### src/rtl/ctrl_dec_pkg.sv
package ctrl_dec_pkg;
  localparam int OP_W  = 6;
  localparam int FN_W  = 6;
  localparam int ALU_W = 4;
  localparam int NCTL  = 10;

  typedef logic [OP_W-1:0]  op_t;
  typedef logic [FN_W-1:0]  fn_t;
  typedef logic [ALU_W-1:0] alu_t;

  localparam alu_t ALU_ADD = 4'b0000;
  localparam alu_t ALU_SUB = 4'b0010;
  localparam alu_t ALU_AND = 4'b0100;
  localparam alu_t ALU_OR  = 4'b0101;
  localparam alu_t ALU_XOR = 4'b0110;
  localparam alu_t ALU_SLT = 4'b1010;

  // operation class produced by the opcode stage
  typedef enum logic [2:0] {
    CLS_NONE, CLS_FUNCT, CLS_ADD, CLS_SUB, CLS_AND, CLS_OR, CLS_XOR, CLS_SLT
  } alu_cls_e;

  localparam op_t OPC_REG  = 6'h00;
  localparam op_t OPC_JMP  = 6'h02;
  localparam op_t OPC_BEQ  = 6'h04;
  localparam op_t OPC_BNE  = 6'h05;
  localparam op_t OPC_ADDI = 6'h08;
  localparam op_t OPC_SLTI = 6'h0A;
  localparam op_t OPC_ANDI = 6'h0C;
  localparam op_t OPC_ORI  = 6'h0D;
  localparam op_t OPC_XORI = 6'h0E;
  localparam op_t OPC_LD   = 6'h23;
  localparam op_t OPC_ST   = 6'h2B;

  localparam fn_t FN_ADD = 6'h20;
  localparam fn_t FN_SUB = 6'h22;
  localparam fn_t FN_AND = 6'h24;
  localparam fn_t FN_OR  = 6'h25;
  localparam fn_t FN_XOR = 6'h26;
  localparam fn_t FN_SLT = 6'h2A;

  typedef struct packed {
    logic dst_rd;
    logic reg_we;
    logic imm_sx;
    logic b_imm;
    logic mem_rd;
    logic mem_wr;
    logic wb_mem;
    logic br_eq;
    logic br_ne;
    logic jump;
  } ctl_t;
endpackage

### src/rtl/op_stage.sv
module op_stage
  import ctrl_dec_pkg::*;
(
  input  op_t      opcode_i,
  output ctl_t     ctl_o,
  output alu_cls_e cls_o,
  output logic     op_bad_o
);
  always_comb begin
    ctl_o    = '0;
    cls_o    = CLS_NONE;
    op_bad_o = 1'b0;
    unique case (opcode_i)
      OPC_REG: begin
        ctl_o.dst_rd = 1'b1;
        ctl_o.reg_we = 1'b1;
        cls_o        = CLS_FUNCT;
      end
      OPC_ADDI, OPC_SLTI: begin
        ctl_o.reg_we = 1'b1;
        ctl_o.imm_sx = 1'b1;
        ctl_o.b_imm  = 1'b1;
        cls_o        = (opcode_i == OPC_ADDI) ? CLS_ADD : CLS_SLT;
      end
      OPC_ANDI, OPC_ORI, OPC_XORI: begin
        ctl_o.reg_we = 1'b1;
        ctl_o.b_imm  = 1'b1;
        cls_o        = (opcode_i == OPC_ANDI) ? CLS_AND :
                       (opcode_i == OPC_ORI)  ? CLS_OR  : CLS_XOR;
      end
      OPC_LD: begin
        ctl_o.reg_we = 1'b1;
        ctl_o.imm_sx = 1'b1;
        ctl_o.b_imm  = 1'b1;
        ctl_o.mem_rd = 1'b1;
        ctl_o.wb_mem = 1'b1;
        cls_o        = CLS_ADD;
      end
      OPC_ST: begin
        ctl_o.imm_sx = 1'b1;
        ctl_o.b_imm  = 1'b1;
        ctl_o.mem_wr = 1'b1;
        cls_o        = CLS_ADD;
      end
      OPC_BEQ: begin
        ctl_o.br_eq = 1'b1;
        cls_o       = CLS_SUB;
      end
      OPC_BNE: begin
        ctl_o.br_ne = 1'b1;
        cls_o       = CLS_SUB;
      end
      OPC_JMP: ctl_o.jump = 1'b1;
      default: op_bad_o = 1'b1;
    endcase
  end


  always_comb begin
    branch_no_write_chk: assert (!((ctl_o.br_eq || ctl_o.br_ne) &&
                                   (ctl_o.reg_we || ctl_o.mem_wr || ctl_o.b_imm)))
      else $error("branch drives a write or immediate operand");
  end
endmodule

### src/rtl/alu_stage.sv
module alu_stage
  import ctrl_dec_pkg::*;
(
  input  alu_cls_e cls_i,
  input  fn_t      funct_i,
  output alu_t     code_o,
  output logic     fn_bad_o
);
  alu_t fn_code;
  logic fn_known;

  always_comb begin
    fn_known = 1'b1;
    fn_code  = ALU_ADD;
    unique case (funct_i)
      FN_ADD:  fn_code = ALU_ADD;
      FN_SUB:  fn_code = ALU_SUB;
      FN_AND:  fn_code = ALU_AND;
      FN_OR:   fn_code = ALU_OR;
      FN_XOR:  fn_code = ALU_XOR;
      FN_SLT:  fn_code = ALU_SLT;
      default: fn_known = 1'b0;
    endcase
  end

  always_comb begin
    fn_bad_o = 1'b0;
    unique case (cls_i)
      CLS_FUNCT: begin
        code_o   = fn_known ? fn_code : ALU_ADD;
        fn_bad_o = !fn_known;
      end
      CLS_SUB: code_o = ALU_SUB;
      CLS_AND: code_o = ALU_AND;
      CLS_OR:  code_o = ALU_OR;
      CLS_XOR: code_o = ALU_XOR;
      CLS_SLT: code_o = ALU_SLT;
      default: code_o = ALU_ADD;
    endcase
  end


  always_comb begin
    funct_scope_chk: assert (!(fn_bad_o && cls_i != CLS_FUNCT))
      else $error("function field consulted outside register class");
  end
endmodule

### src/rtl/ctrl_decode_unit.sv
module ctrl_decode_unit
  import ctrl_dec_pkg::*;
#(
  parameter int OPW  = OP_W,
  parameter int FNW  = FN_W,
  parameter int ALUW = ALU_W
) (
  input  logic [OPW-1:0]  opcode_i,
  input  logic [FNW-1:0]  funct_i,
  output logic            dst_rd_o,
  output logic            reg_we_o,
  output logic            imm_sx_o,
  output logic            alu_b_imm_o,
  output logic            mem_rd_o,
  output logic            mem_wr_o,
  output logic            wb_mem_o,
  output logic            br_eq_o,
  output logic            br_ne_o,
  output logic            jump_o,
  output logic [ALUW-1:0] alu_code_o,
  output logic            illegal_o
);
  ctl_t     ctl_raw, ctl_q;
  alu_cls_e cls;
  alu_t     code_raw;
  logic     op_bad, fn_bad, bad;

  op_stage u_op (
    .opcode_i (opcode_i),
    .ctl_o    (ctl_raw),
    .cls_o    (cls),
    .op_bad_o (op_bad)
  );

  alu_stage u_alu (
    .cls_i    (cls),
    .funct_i  (funct_i),
    .code_o   (code_raw),
    .fn_bad_o (fn_bad)
  );

  assign bad   = op_bad | fn_bad;
  assign ctl_q = bad ? '0 : ctl_raw;

  assign dst_rd_o    = ctl_q.dst_rd;
  assign reg_we_o    = ctl_q.reg_we;
  assign imm_sx_o    = ctl_q.imm_sx;
  assign alu_b_imm_o = ctl_q.b_imm;
  assign mem_rd_o    = ctl_q.mem_rd;
  assign mem_wr_o    = ctl_q.mem_wr;
  assign wb_mem_o    = ctl_q.wb_mem;
  assign br_eq_o     = ctl_q.br_eq;
  assign br_ne_o     = ctl_q.br_ne;
  assign jump_o      = ctl_q.jump;
  assign alu_code_o  = bad ? ALU_ADD : code_raw;
  assign illegal_o   = bad;

  always_comb begin

    mem_excl_chk: assert ($onehot0({mem_rd_o, mem_wr_o, br_eq_o, br_ne_o, jump_o}))
      else $error("more than one memory/flow control active");

    dst_rd_chk: assert (!dst_rd_o || opcode_i == OPC_REG)
      else $error("third-field destination outside opcode 0");

    wb_mem_chk: assert (!wb_mem_o || (mem_rd_o && reg_we_o && alu_code_o == ALU_ADD))
      else $error("memory writeback without load controls");

    store_chk: assert (!mem_wr_o || (!reg_we_o && opcode_i == OPC_ST))
      else $error("store writes a register");

    illegal_quiet_chk: assert (!illegal_o ||
                               !(reg_we_o || mem_wr_o || mem_rd_o || jump_o || br_eq_o || br_ne_o))
      else $error("illegal encoding left a control active");
  end
endmodule

### config.mk
export PLATFORM = sky130hd
export DESIGN_NAME = ctrl_decode_unit
export DESIGN_NICKNAME = d
export VERILOG_FILES = /design/src/rtl/ctrl_dec_pkg.sv /design/src/rtl/op_stage.sv /design/src/rtl/alu_stage.sv /design/src/rtl/ctrl_decode_unit.sv
export SDC_FILE = /design/constraint.sdc
export NUM_CORES = 1
export LEC_CHECK = 0
export BUFFER_PORTS_ARGS = -buffer_cell sky130_fd_sc_hd__buf_2
export CAP_MARGIN = 0
export CORE_AREA = 2 2 49 42
export DETAILED_ROUTE_END_ITERATION = 10
export DIE_AREA = 0 0 51 44
export PLACE_DENSITY = 0.61
export SLEW_MARGIN = 5
export SYNTH_ARGS = -nofsm -noshare
export SYNTH_HDL_FRONTEND = slang
export SYNTH_SLANG_ARGS = --single-unit
### constraint.sdc
create_clock -name vclk -period 2.2
set_clock_uncertainty 0.05 [all_clocks]
set_input_delay 0.22 -clock vclk [all_inputs]
set_output_delay 0.22 -clock vclk [all_outputs]
set_load 0.02 [all_outputs]
* Word-level counts from Yosys, hierarchy flattened
Index checks and enable logic that the tools add are counted.
** Storage, ports and cells
- Word-level logic and storage cells :: 55
- Register bits :: 0
** Operators by class
- Equal/unequal tests :: 22
- Reductions and logical operators :: 11
- Multiplexer cells :: 21
- Bitwise gates (word level) :: 1
** Operators with widths (count)
- 6-bit == test (second input constant) :: 8
- 6-bit by 4-bit == test with 1-bit output (second input constant) :: 5
- 4-bit case mux with 6 select lines :: 1
- 4-bit case mux with 5 select lines :: 1
- 3-bit case mux with 5 select lines :: 1
- 7-bit OR reduction :: 2
- 3-bit == test (second input constant) :: 4
- 6-bit by 3-bit == test with 1-bit output (second input constant) :: 2
- 1-bit two-way mux :: 12
- 11-bit OR reduction :: 1
- 10-bit two-way mux :: 1
- 4-bit two-way mux :: 2
- 6-bit by 2-bit == test with 1-bit output (second input constant) :: 1
- 6-bit zero test :: 1
- 3-bit two-way mux :: 2
- 2-bit OR reduction :: 3
- 6-bit OR reduction :: 1
- 4-bit OR reduction :: 1
- 3-bit by 1-bit == test with 1-bit output (second input constant) :: 1
- 3-bit by 2-bit == test with 1-bit output (second input constant) :: 1
- 3-bit OR reduction :: 1
- 2-bit two-way mux :: 1
- 1-bit zero test :: 1
- 1-bit OR :: 1

* Depth between registers and ports, before layout
- Word-level depth :: 8
- Mapped depth :: 6
- Gate-level depth less buffers :: 4

* Cells and area by module
From an unflattened synthesis, not the netlist that was laid out.
** Second synthesis, totals
- Cell total of the unflattened synthesis :: 78
- Area, all modules :: 589.3 µm²
** Modules (own cells, without submodules)
- op_stage :: instances 1, sequential area each 0.0 µm², cells an instance 41, area each 267.8 µm²
- ctrl_decode_unit :: instances 1, sequential area each 0.0 µm², cells an instance 17, area each 183.9 µm²
- alu_stage :: instances 1, sequential area each 0.0 µm², cells an instance 20, area each 137.6 µm²

* Worst setup path before layout
Ideal clock, no wire load.
- Path type :: input to output
- Start :: input port opcode_i[1]
- End :: output port alu_code_o[3]
- Arrival time :: 1.685 ns
- Path slack :: 0.245 ns
- Cell stages on the path :: 5
- Path buffers :: 1
- Cell sequence :: buf_2 -> or4b_1 -> nor3_1 -> a21oi_1 -> nor4_1
** On the way
- Longest elaborated chain between the ends :: 8
- Elaborated cells on any way between the ends :: 31
- Those cells by class :: eq/ne: 16; mux: 8; bitwise: 1; reduce/logical: 6
** RTL lines
- from (decl) :: RTL line ctrl_decode_unit.sv:8 : input logic [OPW-1:0] opcode_i,
- 6-bit by 4-bit == test with 1-bit output :: RTL line op_stage.sv:13, op_stage.sv:29
- 2-bit two-way mux :: RTL line op_stage.sv:29 : (opcode_i == OPC_ORI) ? CLS_OR : CLS_XOR;
- 3-bit two-way mux :: RTL line op_stage.sv:28 : cls_o = (opcode_i == OPC_ANDI) ? CLS_AND :
- 3-bit case mux with 5 select lines :: RTL line op_stage.sv:13 : unique case (opcode_i)
- 3-bit by 1-bit == test with 1-bit output :: RTL line alu_stage.sv:28 : unique case (cls_i)
- 1-bit two-way mux :: RTL line alu_stage.sv:28
- 1-bit OR :: RTL line ctrl_decode_unit.sv:42 : assign bad = op_bad | fn_bad;
- 4-bit two-way mux (*) :: RTL line ctrl_decode_unit.sv:55 : assign alu_code_o = bad ? ALU_ADD : code_raw;
- to (decl) :: RTL line ctrl_decode_unit.sv:20 : output logic [ALUW-1:0] alu_code_o,
Every way passes the cells marked *; elsewhere a longest branch is shown, timed or not.

* Worst setup path after layout
- Start :: input port opcode_i[5]
- End :: output port alu_code_o[1]
The elaborated chain is that of the path after synthesis.

==> results.ini <==
[finish]
final_cell_mix = buf_2 (27), nor2_1 (8), nand2b_1 (7), a21oi_1 (6), nor3_1 (6)
n_sequential_cell = 0
seq_area_sq_um = 0
clock_buffers = 0
mostFrequentLayoutCell = buf_2
nNetsFinal = 102
nFillCells = 199
drive_above_1_share_pct = 34.1
area_growth_pct = 29.5
antenna_cells = 0

[worst_setup_path]
critPathMaxFanout = 6
crit_required_ps = 1930
crit_path_end_kind = primary output
critPathLaunchType = input pin
worstSetupPathType = input pin to primary output
cp.arrival_ps = 1650

[run_status]
outcome = finished clean

[detailed_routing]
firstDrtPassIters = 4
antenna_left = 0
drt-vias-per-instance = 5.17
drtIter0Drc = 16
routed_wirelength_mm = 1.28
vias = 579
wl_per_cell_microns = 11.4
drcViolationCount = 0

[synthesis]
synth_warnings = 0
synth.cell_area_sq_um = 415
synth_cell_types = 31
syn_inst = 68
ys_seq_area_share_pct = 0
syn_area_per_cell_sq_um = 6.11
syn_nets = 80

[sta]
fin_ws_ps = 282
finalHoldViolCount = 0
finalCritPeriodShare_pct = 87.2
fmax_mhz = 521
rsz0062_at_grt = false
setup_viol = 0
slew_headroom_pct = 64.9
fin_tns_setup_ps = 0
post-route-min-period_ps = 1920
slew_viol_final = 0
holdWs_ps = 748
worst_pin_slew_ps = 523

[floorplan]
core-area_sq_um = 1770
die_x_microns = 51
io_pins = 27
dieArea_sq_um = 2240
start_util_pct = 23.5
rows = 14
die_h_microns = 44

[global_routing]
antenna_found_initial = 0
grt_pass1_vias = 484
grt_pass1_wl_mm = 2.09
overflow = 0
grt_usage_pct = 11.3
grt_max_degree = 13

[clock_tree]
cts_hold_buf = 0
ctsResizeCount = 0
cts_setup_buffers = 0

[placed_design]
dp_slack_ps = 305
hpwl_mm = 1.03
gp_congestion = 0.787
port_buffers = 27

[power]
leakagePower_uw = 0.000256
p_per_area_nw_per_um2 = 146
max-vdd-ir-drop_uv = 51.8

[hold_path]
holdPathStages = 3
hold_class = input pin to primary output
min_to = alu_b_imm_o
min-delay-start = opcode_i[4]

[job]
cap_violations = 0

==> synth_stat cells, drive strengths merged <==
library cell  count  area share, %
nor2              8            7.2
nand2b            7             11
nor3              7            9.6
a21oi             6            7.2
buf               5            8.1
inv               3            2.7
nor2b             3            4.5
nor4              3            4.5
or2               3            4.5
a211oi            2            3.6
a31oi             2            3.0
clkbuf            2            2.1
nor3b             2            3.6
o31ai             2            3.6
o32ai             2            4.2
a2111oi           1            2.1
a21boi            1            1.8
and2              1            1.5
and3              1            1.5
nand2             1           0.90
nand3             1            1.2
o211ai            1            1.8
o22a              1            2.1
or4               1            2.7
or4b              1            2.4
or4bb             1            2.7
==> logic make-up (layout without fill, tap and decap cells) <==
kind of cell / Yosys count / in the layout / share of synthesized area, %
AND/OR/NAND/NOR: 40 / 40 / 57.5
AO/OA/AOI/OAI: 18 / 18 / 29.5
buffers and inverters: 10 / 30 / 12.9
==> critical path, cell delays in order <==
cell	delay (ps)
buf_2	130
or2_1	310
a211oi_1	500
a2111oi_0	140
o22a_1	190
buf_2	160
==> worst max path at each step <==
stage	end	cells after the start	start	slack, ps
2_1_floorplan	alu_code_o[3]	5	opcode_i[1]	250
3_3_place_gp	alu_code_o[1]	6	opcode_i[5]	320
3_5_place_dp	alu_code_o[1]	6	opcode_i[5]	310
4_1_cts	alu_code_o[1]	6	opcode_i[5]	320
5_1_grt	alu_code_o[1]	6	opcode_i[3]	150
6_report	alu_code_o[1]	6	opcode_i[5]	280
==> where the power goes <==
part	switching (uW)	internal, uW	total (uW)
Combinational	48.8	29.5	78.3
Clock	0	0	0
Sequential	0	0	0
Total	48.8	29.5	78.3
==> per-stage QoR <==
stage | cell area [sq um] | utilization (%) | cells | total power, uW
final | 538 | 30.4 | 112 | 78.3
after global routing | 538 | 30.4 | 112 | 86.5
after CTS | 538 | 30.4 | 112 | 77.3
after detailed placement | 538 | 30.4 | 112 | 76.9
after global placement | 538 | 30.4 | 112 | 75.9
after floorplan | 415 | - | 68 | 54.7
==> routing by layer <==
metal,GRT usage (%),up-vias,share of wire (%)
li1,-,294,-
met1,15.8,261,48
met2,19.7,24,47
met3,1.03,0,5.2
met4,0.541,0,0
met5,0,-,0
==> final cells by class <==
class                      instances  area [sq um]  area share (%)
multi-input combinational         58           362            67.2
timing repair buffer              27           135            25.1
tap                               24          30.0            5.58
inverter                           3          11.3            2.09
No activity file was read; power rests on OpenSTA's default activity.
